===== src/rtl/sar_seq_pkg.sv =====
// Package: shared helpers for the successive-approximation sequencer.
// Assumes: widths are at least 2.
package sar_seq_pkg;

    // Width of a counter that indexes the bits of a code of width w.
    function automatic int step_width(input int w);
        return (w > 2) ? $clog2(w) : 1;
    endfunction

endpackage


===== src/rtl/sar_start_sync.sv =====
// Module: sar_start_sync
// Brings the asynchronous convert command into the clock domain through a
// chain of SYNC_STAGES flops. Flags one cycle when the synchronized level
// goes from high to low.
// Assumes: the command stays in each state for longer than the sync depth.
module sar_start_sync #(
    parameter int SYNC_STAGES = 2
) (
    input  logic clk,
    input  logic rst_n,
    input  logic cmd_async,
    output logic fall_evt
);

    logic [SYNC_STAGES-1:0] sync_q;
    logic                   prev_q;

    // Synchronizer chain plus one history flop for edge detection.
    always_ff @(posedge clk) begin
        if (!rst_n) begin
            sync_q <= '0;
            prev_q <= 1'b0;
        end else begin
            sync_q <= {sync_q[SYNC_STAGES-2:0], cmd_async};
            prev_q <= sync_q[SYNC_STAGES-1];
        end
    end

    // Falling edge of the synchronized command.
    assign fall_evt = prev_q & ~sync_q[SYNC_STAGES-1];

endmodule


===== src/rtl/sar_step_ctrl.sv =====
// Module: sar_step_ctrl
// Owns the busy flag and the step counter. Accepts a start only when idle.
// Drives the gated conversion clock through a low-phase enable latch flop,
// so that each step edge, including the load edge, makes one clock pulse.
// Assumes: start_evt is a single-cycle pulse.
module sar_step_ctrl #(
    parameter int WIDTH  = 16,
    parameter int STEP_W = sar_seq_pkg::step_width(WIDTH)
) (
    input  logic              clk,
    input  logic              rst_n,
    input  logic              start_evt,
    output logic              load,
    output logic              busy,
    output logic [STEP_W-1:0] step,
    output logic              conv_clk
);

    localparam logic [STEP_W-1:0] LAST = STEP_W'(WIDTH - 1);

    logic              busy_q;
    logic [STEP_W-1:0] step_q;
    logic              clk_en_q;
    logic              go;

    assign load = start_evt & ~busy_q;
    assign go   = load | busy_q;

    // Busy flag and step counter: load, then one decision per cycle.
    always_ff @(posedge clk) begin
        if (!rst_n) begin
            busy_q <= 1'b0;
            step_q <= '0;
        end else if (load) begin
            busy_q <= 1'b1;
            step_q <= '0;
        end else if (busy_q) begin
            step_q <= step_q + 1'b1;
            if (step_q == LAST) busy_q <= 1'b0;
        end
    end

    // Clock enable captured in the low phase, so the gated clock cannot glitch.
    always_ff @(negedge clk) begin
        if (!rst_n) clk_en_q <= 1'b0;
        else        clk_en_q <= go;
    end

    assign conv_clk = clk & clk_en_q;
    assign busy     = busy_q;
    assign step     = step_q;

    // busy drops only after the last decision step.
    assert_busy_len_R5: assert property (@(posedge clk) disable iff (!rst_n)
        $fell(busy_q) |-> $past(step_q) == LAST);

    // a start seen mid-conversion leaves the sequence running on course.
    assert_start_ignored_R7: assert property (@(posedge clk) disable iff (!rst_n)
        (busy_q && start_evt && step_q != LAST) |=> (busy_q && step_q == $past(step_q) + 1'b1));

endmodule


===== src/rtl/sar_trial_reg.sv =====
// Module: sar_trial_reg
// Per-bit trial register. On load, the MSB is cleared and the rest are set.
// On each advance, the bit under decision takes the comparator answer and
// the next lower bit is cleared.
// Assumes: step counts 0..WIDTH-1 while adv is high.
module sar_trial_reg #(
    parameter int WIDTH  = 16,
    parameter int STEP_W = sar_seq_pkg::step_width(WIDTH)
) (
    input  logic              clk,
    input  logic              rst_n,
    input  logic              load,
    input  logic              adv,
    input  logic [STEP_W-1:0] step,
    input  logic              cmp_in,
    output logic [WIDTH-1:0]  code
);

    logic [WIDTH-1:0] code_q;

    for (genvar i = 0; i < WIDTH; i++) begin : g_bit
        localparam int DEC_STEP = WIDTH - 1 - i;   // step that decides bit i
        localparam int CLR_STEP = WIDTH - 2 - i;   // step that clears bit i
        // One trial bit: preset, decide or clear, else hold.
        always_ff @(posedge clk) begin
            if (!rst_n)                                 code_q[i] <= 1'b1;
            else if (load)                              code_q[i] <= (i != WIDTH - 1);
            else if (adv && int'(step) == DEC_STEP)     code_q[i] <= cmp_in;
            else if (adv && int'(step) == CLR_STEP)     code_q[i] <= 1'b0;
        end
    end

    assign code = code_q;

    // load presents MSB cleared, all lower bits set.
    assert_load_pattern_R3: assert property (@(posedge clk) disable iff (!rst_n)
        load |=> code_q == {1'b0, {(WIDTH-1){1'b1}}});

    // a step touches at most the decided bit and the next lower bit.
    assert_step_bits_R4: assert property (@(posedge clk) disable iff (!rst_n)
        (adv && !load) |=> $countones(code_q ^ $past(code_q)) <= 2);

    // idle code is frozen.
    assert_idle_hold_R8: assert property (@(posedge clk) disable iff (!rst_n)
        (!adv && !load) |=> $stable(code_q));

endmodule


===== src/rtl/sar_sequencer.sv =====
// Module: sar_sequencer (top)
// Digital sequencer of a successive-approximation converter: synchronizes
// the convert command, runs one MSB-first bit search per falling edge and
// exposes the gated conversion clock and busy flag.
// Assumes: the comparator answer is valid one cycle after the code changes.
module sar_sequencer #(
    parameter int WIDTH       = 16,
    parameter int SYNC_STAGES = 2
) (
    input  logic             clk,
    input  logic             rst_n,
    input  logic             conv_cmd,
    input  logic             cmp_in,
    output logic             busy,
    output logic             conv_clk,
    output logic [WIDTH-1:0] code
);

    localparam int STEP_W = sar_seq_pkg::step_width(WIDTH);

    logic              start_evt;
    logic              load;
    logic [STEP_W-1:0] step;

    sar_start_sync #(.SYNC_STAGES(SYNC_STAGES)) u_sync (
        .clk       (clk),
        .rst_n     (rst_n),
        .cmd_async (conv_cmd),
        .fall_evt  (start_evt)
    );

    sar_step_ctrl #(.WIDTH(WIDTH), .STEP_W(STEP_W)) u_ctrl (
        .clk       (clk),
        .rst_n     (rst_n),
        .start_evt (start_evt),
        .load      (load),
        .busy      (busy),
        .step      (step),
        .conv_clk  (conv_clk)
    );

    sar_trial_reg #(.WIDTH(WIDTH), .STEP_W(STEP_W)) u_trial (
        .clk    (clk),
        .rst_n  (rst_n),
        .load   (load),
        .adv    (busy),
        .step   (step),
        .cmp_in (cmp_in),
        .code   (code)
    );

    // busy only rises after a synchronized falling edge.
    assert_start_edge_R2: assert property (@(posedge clk) disable iff (!rst_n)
        $rose(busy) |-> $past(start_evt));

endmodule


===== config.mk =====
export PLATFORM = sky130hd
export DESIGN_NAME = sar_sequencer
export DESIGN_NICKNAME = d
export VERILOG_FILES = /design/src/rtl/sar_seq_pkg.sv /design/src/rtl/sar_start_sync.sv /design/src/rtl/sar_step_ctrl.sv /design/src/rtl/sar_trial_reg.sv /design/src/rtl/sar_sequencer.sv
export SDC_FILE = /design/constraint.sdc
export NUM_CORES = 1
export LEC_CHECK = 0
export ABC_AREA = 1
export BUFFER_PORTS_ARGS = -buffer_cell sky130_fd_sc_hd__buf_2
export CORE_MARGIN = 2
export CORE_UTILIZATION = 53
export DETAILED_ROUTE_END_ITERATION = 8
export PLACE_DENSITY = 0.77
export SETUP_SLACK_MARGIN = 0.2
export SYNTH_ARGS = -nofsm -noshare
export SYNTH_HDL_FRONTEND = slang
export SYNTH_SLANG_ARGS = --single-unit

===== constraint.sdc =====
create_clock -name clk -period 1.29 [get_ports clk]
set_input_delay 0.258 -clock clk [delete_from_list [all_inputs] [get_ports clk]]
set_output_delay 0.258 -clock clk [all_outputs]
set_load 0.02 [all_outputs]

==> flow_summary_export.csv, run 1 <==
group,metric,value,unit
clock_tree,clkTransAtPathRegs,0.14,ns
status,violations,"hold timing, setup timing",
clock_tree,clk_latency,0.50,ns
synthesis,syn_avg_cell_area,7.013,µm²
layout,antenna_cells,0,
floorplan,core_area,0.002002,mm²
power,power,1.504,mW
drt,top_layer_used,"met4",
critical_path,path_max_fanout,1,
timing,skew,0.05748,ns
drt,drt-vias-per-instance,6.022,
synthesis,syn_area,0.001136,mm²
critical_path,end_kind,"output port",
hold_path,hp-class,"in2reg",
floorplan,rows,16,
timing,worstMarginPinSlew,0.4298,ns
floorplan,io_pins,22,
placement,place.gp.congestion,0.9445,
grt,grt_max_degree,15,
drt,met2_length,1939,µm
grt,grt_overflow,0,
drt,drtIter0Drc,112,
floorplan,fp.dieH,50.30,µm
synthesis,synth_nets,170,
timing,timing.final.ws_setup,-0.6458,ns
synthesis,ys_ff_latch,25,
timing,max_slew_margin,71.32,%
hold_path,hold_depth,3,
status,status,"finished with violations",
layout,nets,212,
layout,syn_to_final_growth,60.02,%
power,leakagePower,0.8299,nW
drt,wl_per_cell,17.68,µm
drt,vias,1385,
drt,met3WireLength,391,µm
critical_path,r2r.worst_path.cells,3,
critical_path,cp.arrival,1.68,ns
floorplan,die_w,50.30,µm
floorplan,die-area,0.002530,mm²
drt,firstDrtPassIters,5,
drt,postRouteAntennaNets,0,
critical_path,critPathKind,"reg2out",
critical_path,start_kind,"flop",
timing,setup_tns,-0.6978,ns
drt,remaining_drc_errors,0,
grt,grt_antenna_before_repair,0,
synthesis,yosysSeqAreaShare,44.05,%
timing,final-hold-violation-count,1,
layout,fill_cells,73,
grt,grt_pass1_wl,5678,µm
floorplan,start_util,56.75,%
timing,rsz0062_at_grt,"yes",
synthesis,yosysUniqueCellTypes,15,
placement,hpwl,1841,µm
synthesis,yosysWarningCount,0,
critical_path,worstPathRequired,1.03,ns
drt,wl_met1,1501,µm
placement,numPortBuffers,21,
timing,report.final.slew_viol_count,0,
layout,drive_gt1_share,54.19,%
drt,drt-total-wl,4067,µm
synthesis,synthCells,162,
job,max-cap-violations,0,
timing,finalSetupViolCount,4,
timing,whs,-0.01769,ns
power,ir_worst_vdd,0.001156,V
clock_tree,cts_tree,"built",
power,power.density,827.4,mW/mm²
grt,grt_pass1_vias,1282,
grt,grt_use_total,30.37,%
[worst max-delay path, stage by stage (launching register included)]
cell and delay, ns:
dfxtp_1 0.31, nand2_1 0.06, inv_2 0.05, buf_6 0.10
[cell type report]
type	count	area, µm²	share of cell area [%]
clock buffer	7	62.56	3.441
sequential	25	530.5	29.18
multi-input combinational	116	745.7	41.02
timing repair buffer	35	349.1	19.20
inverter	17	83.83	4.611
clock inverter	3	12.51	0.6882
tap	27	33.78	1.858
[cells in the mapped netlist]
library cell	number	share of area [%]
dfxtp_1	25	44
nand3_2	1	0.88
buf_6	2	2.0
nor2_1	19	6.3
nand2_4	1	0.99
inv_1	19	6.3
a21boi_0	1	0.66
o21ai_0	1	0.44
nor3_1	11	4.8
and2_1	1	0.55
nand3_1	26	11
a21oi_1	2	0.88
ha_1	4	4.4
buf_2	1	0.44
nand2_1	48	16
[what timing repair did]
| item | 4_1_cts | 5_1_grt |
|---|---|---|
| gates cloned | 1 | 0 |
| endpoints found under the setup margin | 37 | 38 |
| buffers inserted | 9 | 2 |
| gates resized for setup | 100 | 30 |
| hold endpoints to repair | 0 | 0 |
| hold buffers | 0 | 0 |
| pin swaps | 9 | 3 |
[where the power goes]
part / internal, mW / switching, mW
Combinational: 0.0606 / 0.0908
Clock: 0.258 / 0.304
Sequential: 0.782 / 0.00961
[layer usage]
| layer | track usage, % | vias up |
|---|---|---|
| li1 | - | 600 |
| met1 | 34.46 | 640 |
| met2 | 50.22 | 107 |
| met3 | 6.548 | 38 |
| met4 | 21.62 | 0 |
| met5 | 0 | - |
[layout by cell type, fill, tap and decap left out, types with 2 or more instances in the layout]
master / n
nand2_1: 38
nand3_1: 25
buf_6: 24
dfxtp_2: 21
inv_4: 8
inv_1: 8
nor2_2: 8
nor2_1: 8
buf_4: 8
nor3_1: 6
nor3_2: 5
nand2_2: 5
clkbuf_4: 5
nand2_4: 4
inv_2: 3
nand2_8: 3
nor2_4: 3
ha_4: 3
buf_2: 3
dfxtp_1: 3
a21oi_1: 2
[metrics by stage]
stage | cell area [µm²] | worst slack (ns) | std cells | util (%)
CTS | 1693 | -0.6290 | 228 | 84.56
global route | 1818 | -0.6719 | 230 | 90.81
finish | 1818 | -0.6458 | 230 | 90.81
global placement | 1284 | -0.1233 | 211 | 64.13
detailed placement | 1284 | -0.1349 | 211 | 64.13
floorplan | 1142 | -0.06474 | 162 | -
[worst paths after layout]
path | startpoint | end | slack, ns
worst min register to register | u_sync.sync_q[0]$_SDFF_PN0_ | u_sync.sync_q[1]$_SDFF_PN0_ | 0.45
worst min-delay path | conv_cmd | u_sync.sync_q[0]$_SDFF_PN0_ | -0.02
worst max-delay path | u_ctrl.clk_en_q$_SDFF_NN0_ | conv_clk | -0.65
worst max register to register | u_ctrl.busy$_SDFF_PN0_ | u_ctrl.clk_en_q$_SDFF_NN0_ | -0.01
[state kept, by name, summed over array words and instances (netlist names)]
signal           cells
u_ctrl.busy          1
u_ctrl.clk_en_q      1
u_ctrl.step          4
u_sync.prev_q        1
u_sync.sync_q        2
u_trial.code        16
[kinds of logic after synthesis]
logic type	share of synthesized area (%)
DFF	44.05
and+or+nand+nor	40.86
AOI/OAI and AO/OA	1.982
adders and majority gates	4.405
buffers and inverters	8.700
(Power assumes the default switching activity.)
==> run 2, diff against run 1 <==
ABC_AREA = default   (was 1)
CORE_UTILIZATION = 52   (was 53)
==> run 2 against run 1 <==
Against the previous run:
- the run now fails in global routing (5_1_grt)
- synthesized cell count is 33% lower
- area after synthesis is 8.6% lower
==> flow_summary_export.csv, run 2 <==
group,metric,value,unit
synthesis,synth_top_area_cell,"dfxtp_1",
synthesis,synth.top_cells.by_count,"25 x dfxtp_1, 17 x o21ai_0, 14 x o211ai_1",
placement,numPortBuffers,21,
synthesis,syn_avg_cell_area,9.616,µm²
floorplan,start_util,54.04,%
floorplan,fp.dieH,48.69,µm
synthesis,synthCells,108,
status,status,"aborted with a tool error",
timing,worstEpCategory,"top-level output",
synthesis,syn_area,0.001038,mm²
synthesis,dominantRegCellSynth,"dfxtp_1",
placement,dp_cells,159,
synthesis,yosysWarningCount,0,
synthesis,yosysUniqueCellTypes,26,
synthesis,synth_nets,116,
synthesis,yosys.area.top_type_share,48.19,%
synthesis,async_flop_share,0,%
synthesis,synth-edff-count,0,
status,error,"[ERROR DPL-0038] Utilization greater than 100%, impossible to legalize",
placement,pre_cts_ws,-0.1623,ns
synthesis,yosysSeqAreaShare,48.19,%
synthesis,ys_ff_latch,25,
synthesis,yosysMostFrequentCell,"dfxtp_1",
floorplan,rows,16,
timing,crit_endpoint,"conv_clk",
floorplan,die_w,48.69,µm
placement,place.gp.congestion,0.7218,
placement,hpwl,1531,µm
grt,grt_max_degree,15,
floorplan,io_pins,22,
status,lastStage,"global routing (5_1_grt)",
synthesis,synth.top_cells.by_area,"dfxtp_1 48%, o211ai_1 10%, o21ai_0 8.2%, ha_1 4.8%, mux2i_1 2.9%",
==> run 2: cell count changes after synthesis, sizes merged, moves of 3 or more <==
cell,delta
and2,+3
o21ai,+17
inv,-15
o211ai,+14
nor3,-11
buf,+3
mux2i,+3
nand2b,+3
nand3,-23
nand2,-45
nor2,-13
==> run 2: kinds of logic after synthesis <==
kind of cell / Yosys count / synth area share, %
buffers and inverters: 11 / 6.143
flip-flops: 25 / 48.19
AO/OA/AOI/OAI: 37 / 22.65
multiplexers: 3 / 2.892
adder cells (fa/ha/maj): 4 / 4.819
XOR/XNOR: 3 / 2.531
AND/OR/NAND/NOR: 25 / 12.77
==> run 2: what timing repair did <==
| action | in CTS |
|---|---|
| resized for setup | 97 |
| pin swaps | 17 |
| endpoints found under the hold margin | 0 |
| cloned | 2 |
| hold buffers | 0 |
| endpoints found under the setup margin | 39 |
| setup buffers | 9 |
==> run 2: metrics by stage <==
step | utilization (%) | cell area [µm²] | setup TNS, ns
after CTS | 88.80 | 1707 | -0.6802
after floorplan | - | 1090 | -0.1386
after global placement | 65.63 | 1261 | -0.1859
after detailed placement | 65.63 | 1261 | -0.2471
==> run 3, diff against run 2 <==
CORE_AREA = 2 2 63 65   (was default)
CORE_MARGIN = default   (was 2)
CORE_UTILIZATION = default   (was 52)
DIE_AREA = 0 0 65 67   (was default)
PLACE_DENSITY = default   (was 0.77)
PLACE_DENSITY_LB_ADDON = 0.15   (was default)
SETUP_SLACK_MARGIN = default   (was 0.2)
==> run 3 against run 2 <==
Against the previous run:
- the flow now finishes, with violations (setup timing)
- area after synthesis unchanged
- synthesized cell count unchanged
==> flow_summary_export.csv, run 3 <==
group,metric,value,unit
layout,final_common_cell,"dfxtp_1",
critical_path,start_kind,"flop",
timing,report.final.slew_viol_count,0,
power,pwr-share-seq,49.6,%
synthesis,synth-edff-count,0,
synthesis,yosysMostFrequentCell,"dfxtp_1",
synthesis,async_flop_share,0,%
grt,grt_pass1_wl,3870,µm
power,leakagePower,0.5575,nW
floorplan,start_util,28.80,%
synthesis,syn_avg_cell_area,9.616,µm²
layout,drive_gt1_share,45.03,%
timing,worstMarginPinSlew,0.3244,ns
layout,mostFrequentLayoutCells,"20 x dfxtp_1, 19 x buf_2, 19 x buf_4, 14 x o211ai_1, 12 x o21ai_1",
synthesis,yosysWarningCount,0,
status,violations,"setup timing",
job,max-cap-violations,0,
critical_path,worstPathRequired,1.03,ns
layout,multi_input_comb_area,538.0,µm²
floorplan,die-area,0.004355,mm²
critical_path,critPathLaunch,"u_ctrl.clk_en_q$_SDFF_NN0_",
synthesis,synth_adder_area_share,4.819,%
clock_tree,cts_tree,"built",
drt,wl_per_cell,11.56,µm
drt,vias,904,
drt,drtIter0Drc,14,
timing,final-hold-violation-count,0,
placement,place_area,0.001321,mm²
layout,finalInstanceArea,0.001534,mm²
synthesis,yosysSeqAreaShare,48.19,%
floorplan,fp.dieH,67,µm
synthesis,synthMuxAreaShare,2.892,%
drt,firstDrtPassIters,4,
layout,nets,160,
layout,largest_register_ffs,16,
synthesis,synthXorXnorAreaFrac,2.530,%
synthesis,yosys.area_share.simple,12.77,%
layout,fill_cells,371,
timing,setup_tns,-0.5936,ns
placement,hpwl,1691,µm
grt,grt_overflow,0,
synthesis,synth_nets,116,
synthesis,synth.top_cells.by_area,"dfxtp_1 48%, o211ai_1 10%, o21ai_0 8.2%, ha_1 4.8%, mux2i_1 2.9%",
power,netSwitchingPower,318.8,µW
synthesis,dominantRegCellSynth,"dfxtp_1",
drt,postRouteAntennaNets,0,
synthesis,yosys.area.top_type_share,48.19,%
layout,syn_to_final_growth,47.71,%
floorplan,io_pins,22,
clock_tree,holdBufCountCts,0,
grt,grt_antenna_before_repair,0,
clock_tree,clk_latency,0.44,ns
critical_path,end_kind,"output port",
timing,rsz0062_at_grt,"yes",
timing,max_slew_margin,78.37,%
status,status,"finished with violations",
layout,layout.area.seq,514.2,µm²
grt,grt_pass1_vias,851,
drt,drt-total-wl,2301,µm
hold_path,hp-class,"in2reg",
power,p_comb_share,6.6,%
power,p_sw_share,20.20,%
grt,grt_max_degree,15,
floorplan,rows,22,
clock_tree,clkTransAtPathRegs,0.08,ns
drt,remaining_drc_errors,0,
power,p_int,1.260,mW
timing,finalSetupViolCount,3,
floorplan,die_w,65,µm
power,power,1.579,mW
placement,numPortBuffers,21,
layout,antenna_cells,0,
synthesis,yosysUniqueCellTypes,26,
critical_path,r2r-start,"u_ctrl.step[1]$_SDFFE_PP0P_",
placement,place.gp.congestion,0.7118,
synthesis,synth_top_area_cell,"dfxtp_1",
critical_path,path_max_fanout,1,
hold_path,hold_path_startpoint,"conv_cmd",
power,ir_worst_vdd,0.0006422,V
power,p_clk_share,43.8,%
grt,grt_use_total,12.13,%
critical_path,cp.arrival,1.61,ns
placement,dp_cells,189,
synthesis,synth_compound_area_share,22.65,%
power,power.density,1029,mW/mm²
synthesis,synthCells,108,
synthesis,ys_ff_latch,25,
drt,drt-vias-per-instance,4.543,
layout,finalNonFillerCells,199,
synthesis,syn_area,0.001038,mm²
timing,timing.final.ws_setup,-0.5805,ns
synthesis,synth.top_cells.by_count,"25 x dfxtp_1, 17 x o21ai_0, 14 x o211ai_1",
critical_path,critPathKind,"reg2out",
timing,skew,0.07681,ns
floorplan,core_area,0.003606,mm²
synthesis,synth_top_family_by_area,"compound AO/OA/AOI/OAI gates",
run 3: cell counts after synthesis:
Identical to the previous run, type by type.
run 3: final timing paths:
| kind | end | slack [ns] | cells after the start |
|---|---|---|---|
| max | conv_clk | -0.58 | 2 |
| min | u_sync.sync_q[0]$_SDFF_PN0_ | 0.10 | 2 |
| max reg2reg | u_trial.code[11]$_SDFFE_PP1P_ | -0.01 | 5 |
| min reg2reg | u_sync.sync_q[1]$_SDFF_PN0_ | 0.45 | 1 |
run 3: timing repair:
item / 4_1_cts / 5_1_grt
endpoints found under the setup margin: 5 / 18
resized for setup: 8 / 29
pin swaps: 1 / 2
buffers inserted: 0 / 3
run 3: final cells by class:
cell class,count,share of cell area [%]
clock buffers,8,6.362
clock inverters,1,0.2447
inverters,3,1.060
multi-input cells,72,35.07
flip-flops and latches,25,33.52
well taps,48,3.915
repair buffers,42,19.82
run 3: metrics by stage:
stage | hold slack [ns] | worst slack (ns) | util [%]
2_1_floorplan | 0.3342 | -0.08462 | -
3_3_place_gp | 0.4361 | -0.1553 | 36.64
3_5_place_dp | 0.4255 | -0.1536 | 36.64
4_1_cts | 0.09912 | -0.5920 | 39.83
5_1_grt | 0.1107 | -0.6359 | 42.54
6_report | 0.1042 | -0.5805 | 42.54
run 3: power groups by stage:
stage / clock network (mW) / logic, mW / registers [mW]
final: 0.691 / 0.104 / 0.783
after global routing: 0.769 / 0.115 / 0.784
after CTS: 0.721 / 0.0928 / 0.785
after detailed placement: 0.0175 / 0.0885 / 0.803
after global placement: 0.0175 / 0.0874 / 0.803
after floorplan: 0.0159 / 0.0374 / 0.808
run 3: layer usage:
| layer | part of all wire [%] | routed length, µm | track usage (%) |
|---|---|---|---|
| met1 | 45 | 1029 | 13.09 |
| met2 | 49 | 1119 | 20.62 |
| met3 | 5.1 | 118 | 5.068 |
| met4 | 1.5 | 34 | 5.585 |
| met5 | 0 | 0 | 0 |
run 3: critical path, stage by stage (launching register included):
cell and delay [ns]:
dfxtp_1 0.28, and2_4 0.12, buf_6 0.12
run 3: cell families after synthesis:
| group | Yosys count |
|---|---|
| buffers and inverters | 11 |
| DFF | 25 |
| muxes | 3 |
| xor gates and xnor gates | 3 |
| and+or+nand+nor | 25 |
| adders and majority gates | 4 |
| AOI/OAI and AO/OA | 37 |
==> run 4, diff against run 3 <==
TNS_END_PERCENT = 10   (was default)
==> run 4 against run 3 <==
Against the previous run:
- the flow still finishes with violations (setup timing)
- core utilization down 3.4 points
- sequential share of layout area up 2.4 points
- critical path depth unchanged
- non-clock buffer count down 6
- clock power increased by 2%
- design area is 8.1% lower
- count of clock-buffer cells in the layout fell by 1
- critical endpoint unchanged
==> flow_summary_export.csv, run 4 (same netlist as run 3, synthesis figures left out) <==
group,metric,value,unit
timing,worstMarginPinSlew,0.3555,ns
clock_tree,clkTransAtPathRegs,0.09,ns
layout,nets,154,
power,leakagePower,0.5207,nW
timing,skew,0.07589,ns
status,status,"finished with violations",
drt,remaining_drc_errors,0,
drt,drt-total-wl,2310,µm
timing,final-hold-violation-count,0,
layout,finalNonFillerCells,193,
placement,hpwl,1686,µm
critical_path,crit_buf_inv,1,
clock_tree,post_cts_buffers,0,
floorplan,io_pins,22,
critical_path,worstPathRequired,1.03,ns
layout,drive_gt1_share,37.24,%
floorplan,rows,22,
placement,dp_cells,186,
power,p_sw_share,21.32,%
grt,grt_use_met1,13.46,%
critical_path,critPathKind,"reg2out",
floorplan,die-area,0.004355,mm²
hold_path,hp-class,"in2reg",
grt,grt_use_met2,19.97,%
timing,rsz0062_at_grt,"yes",
clock_tree,clk_latency,0.45,ns
critical_path,path_max_fanout,1,
clock_tree,holdBufCountCts,0,
power,pwr-share-seq,49.8,%
layout,largest_register_ffs,16,
floorplan,core_area,0.003606,mm²
critical_path,path_cells,"and2_2 -> buf_2",
grt,grtUsageMet3,3.041,%
power,p_clk_share,44.7,%
critical_path,crit_family,"flip-flops",
critical_path,cp.arrival,1.67,ns
placement,numPortBuffers,21,
grt,gr-max-usage-layer,"met2",
layout,antenna_cells,0,
timing,report.final.slew_viol_count,0,
power,p_int,1.240,mW
power,ir_worst_vdd,0.0003970,V
critical_path,crit_slowest_cell,"dfxtp_1",
grt,grt_antenna_before_repair,0,
floorplan,start_util,28.80,%
power,power.density,1118,mW/mm²
grt,grt_overflow,0,
drt,wl_per_cell,11.97,µm
critical_path,worst_path_largest_cell_delay,0.28,ns
drt,postRouteAntennaNets,0,
power,netSwitchingPower,336.0,µW
grt,grt_pass1_wl,3870,µm
grt,grt_max_degree,15,
layout,syn_to_final_growth,35.78,%
drt,vias,893,
clock_tree,cts_tree,"built",
drt,drt-vias-per-instance,4.627,
layout,final_common_cell,"dfxtp_1",
timing,max_slew_margin,76.30,%
job,max-cap-violations,0,
grt,grt_use_total,11.76,%
floorplan,die_w,65,µm
drt,firstDrtPassIters,4,
floorplan,fp.dieH,67,µm
critical_path,end_kind,"output port",
layout,mostFrequentLayoutCells,"22 x dfxtp_1, 20 x buf_2, 14 x o211ai_1, 14 x buf_4, 11 x o21ai_1",
drt,drtIter0Drc,55,
timing,timing.final.ws_setup,-0.6422,ns
timing,finalSetupViolCount,3,
critical_path,start_kind,"flop",
grt,grt_pass1_vias,893,
timing,whs,0.08910,ns
placement,place.gp.congestion,0.7355,
status,violations,"setup timing",
power,p_comb_share,5.5,%
==> run 4: cell count changes in the layout (fill, tap and decap cells not counted), moves of 2 or more <==
cell	previous run	this run
dfxtp_1	20	22
ha_1	0	2
dfxtp_4	3	1
inv_4	2	0
ha_4	3	0
buf_4	19	14
inv_1	2	4
==> run 4: cell type report <==
type,count,area (µm²)
Timing Repair Buffer,36,246.5
Tap cell,48,60.06
Clock buffer,7,87.58
Sequential cell,25,506.7
Multi-Input combinational cell,72,490.5
Inverter,3,11.26
Clock inverter,2,7.507
Fill cell,368,2196
==> run 4: what timing repair did <==
action / CTS / global route
resized for setup: 12 / 11
pin swaps: 1 / 1
endpoints found under the setup margin: 15 / 19
cloned: 0 / 0
==> run 4: path summary, 6_finish.rpt <==
kind | cells past startpoint | end | slack, ns | start
hold reg to reg | 1 | u_sync.sync_q[1]$_SDFF_PN0_ | 0.45 | u_sync.sync_q[0]$_SDFF_PN0_
setup reg to reg | 5 | u_trial.code[11]$_SDFFE_PP1P_ | -0.08 | u_ctrl.step[0]$_SDFFE_PP0P_
hold / removal | 2 | u_sync.sync_q[0]$_SDFF_PN0_ | 0.09 | conv_cmd
setup / recovery | 2 | conv_clk | -0.64 | u_ctrl.clk_en_q$_SDFF_NN0_
==> run 4: routing by layer <==
metal,wire (µm),vias up
met4,33,0
li1,-,456
met5,0,-
met3,103,3
met1,1098,413
met2,1075,21
==> run 4: power groups by stage <==
stage	sequential (mW)	combinational [mW]	clock [mW]
final	0.786	0.0864	0.704
after global routing	0.787	0.0951	0.768
after CTS	0.785	0.0866	0.723
after detailed placement	0.803	0.0819	0.0163
after global placement	0.802	0.0817	0.0163
after floorplan	0.807	0.0370	0.0147
==> run 4: per-stage QoR <==
stage                     utilization (%)  TNS [ns]  cell area (µm²)  setup WS (ns)  power, mW
after floorplan                         -   -0.2055             1050       -0.08462     0.8588
after global placement              35.84   -0.2960             1292        -0.1772     0.9003
after detailed placement            35.84   -0.5808             1292        -0.1801     0.9011
after CTS                           38.79   -0.7408             1399        -0.6525      1.595
after global routing                39.10    -1.087             1410        -0.7062      1.650
final                               39.10   -0.7182             1410        -0.6422      1.576
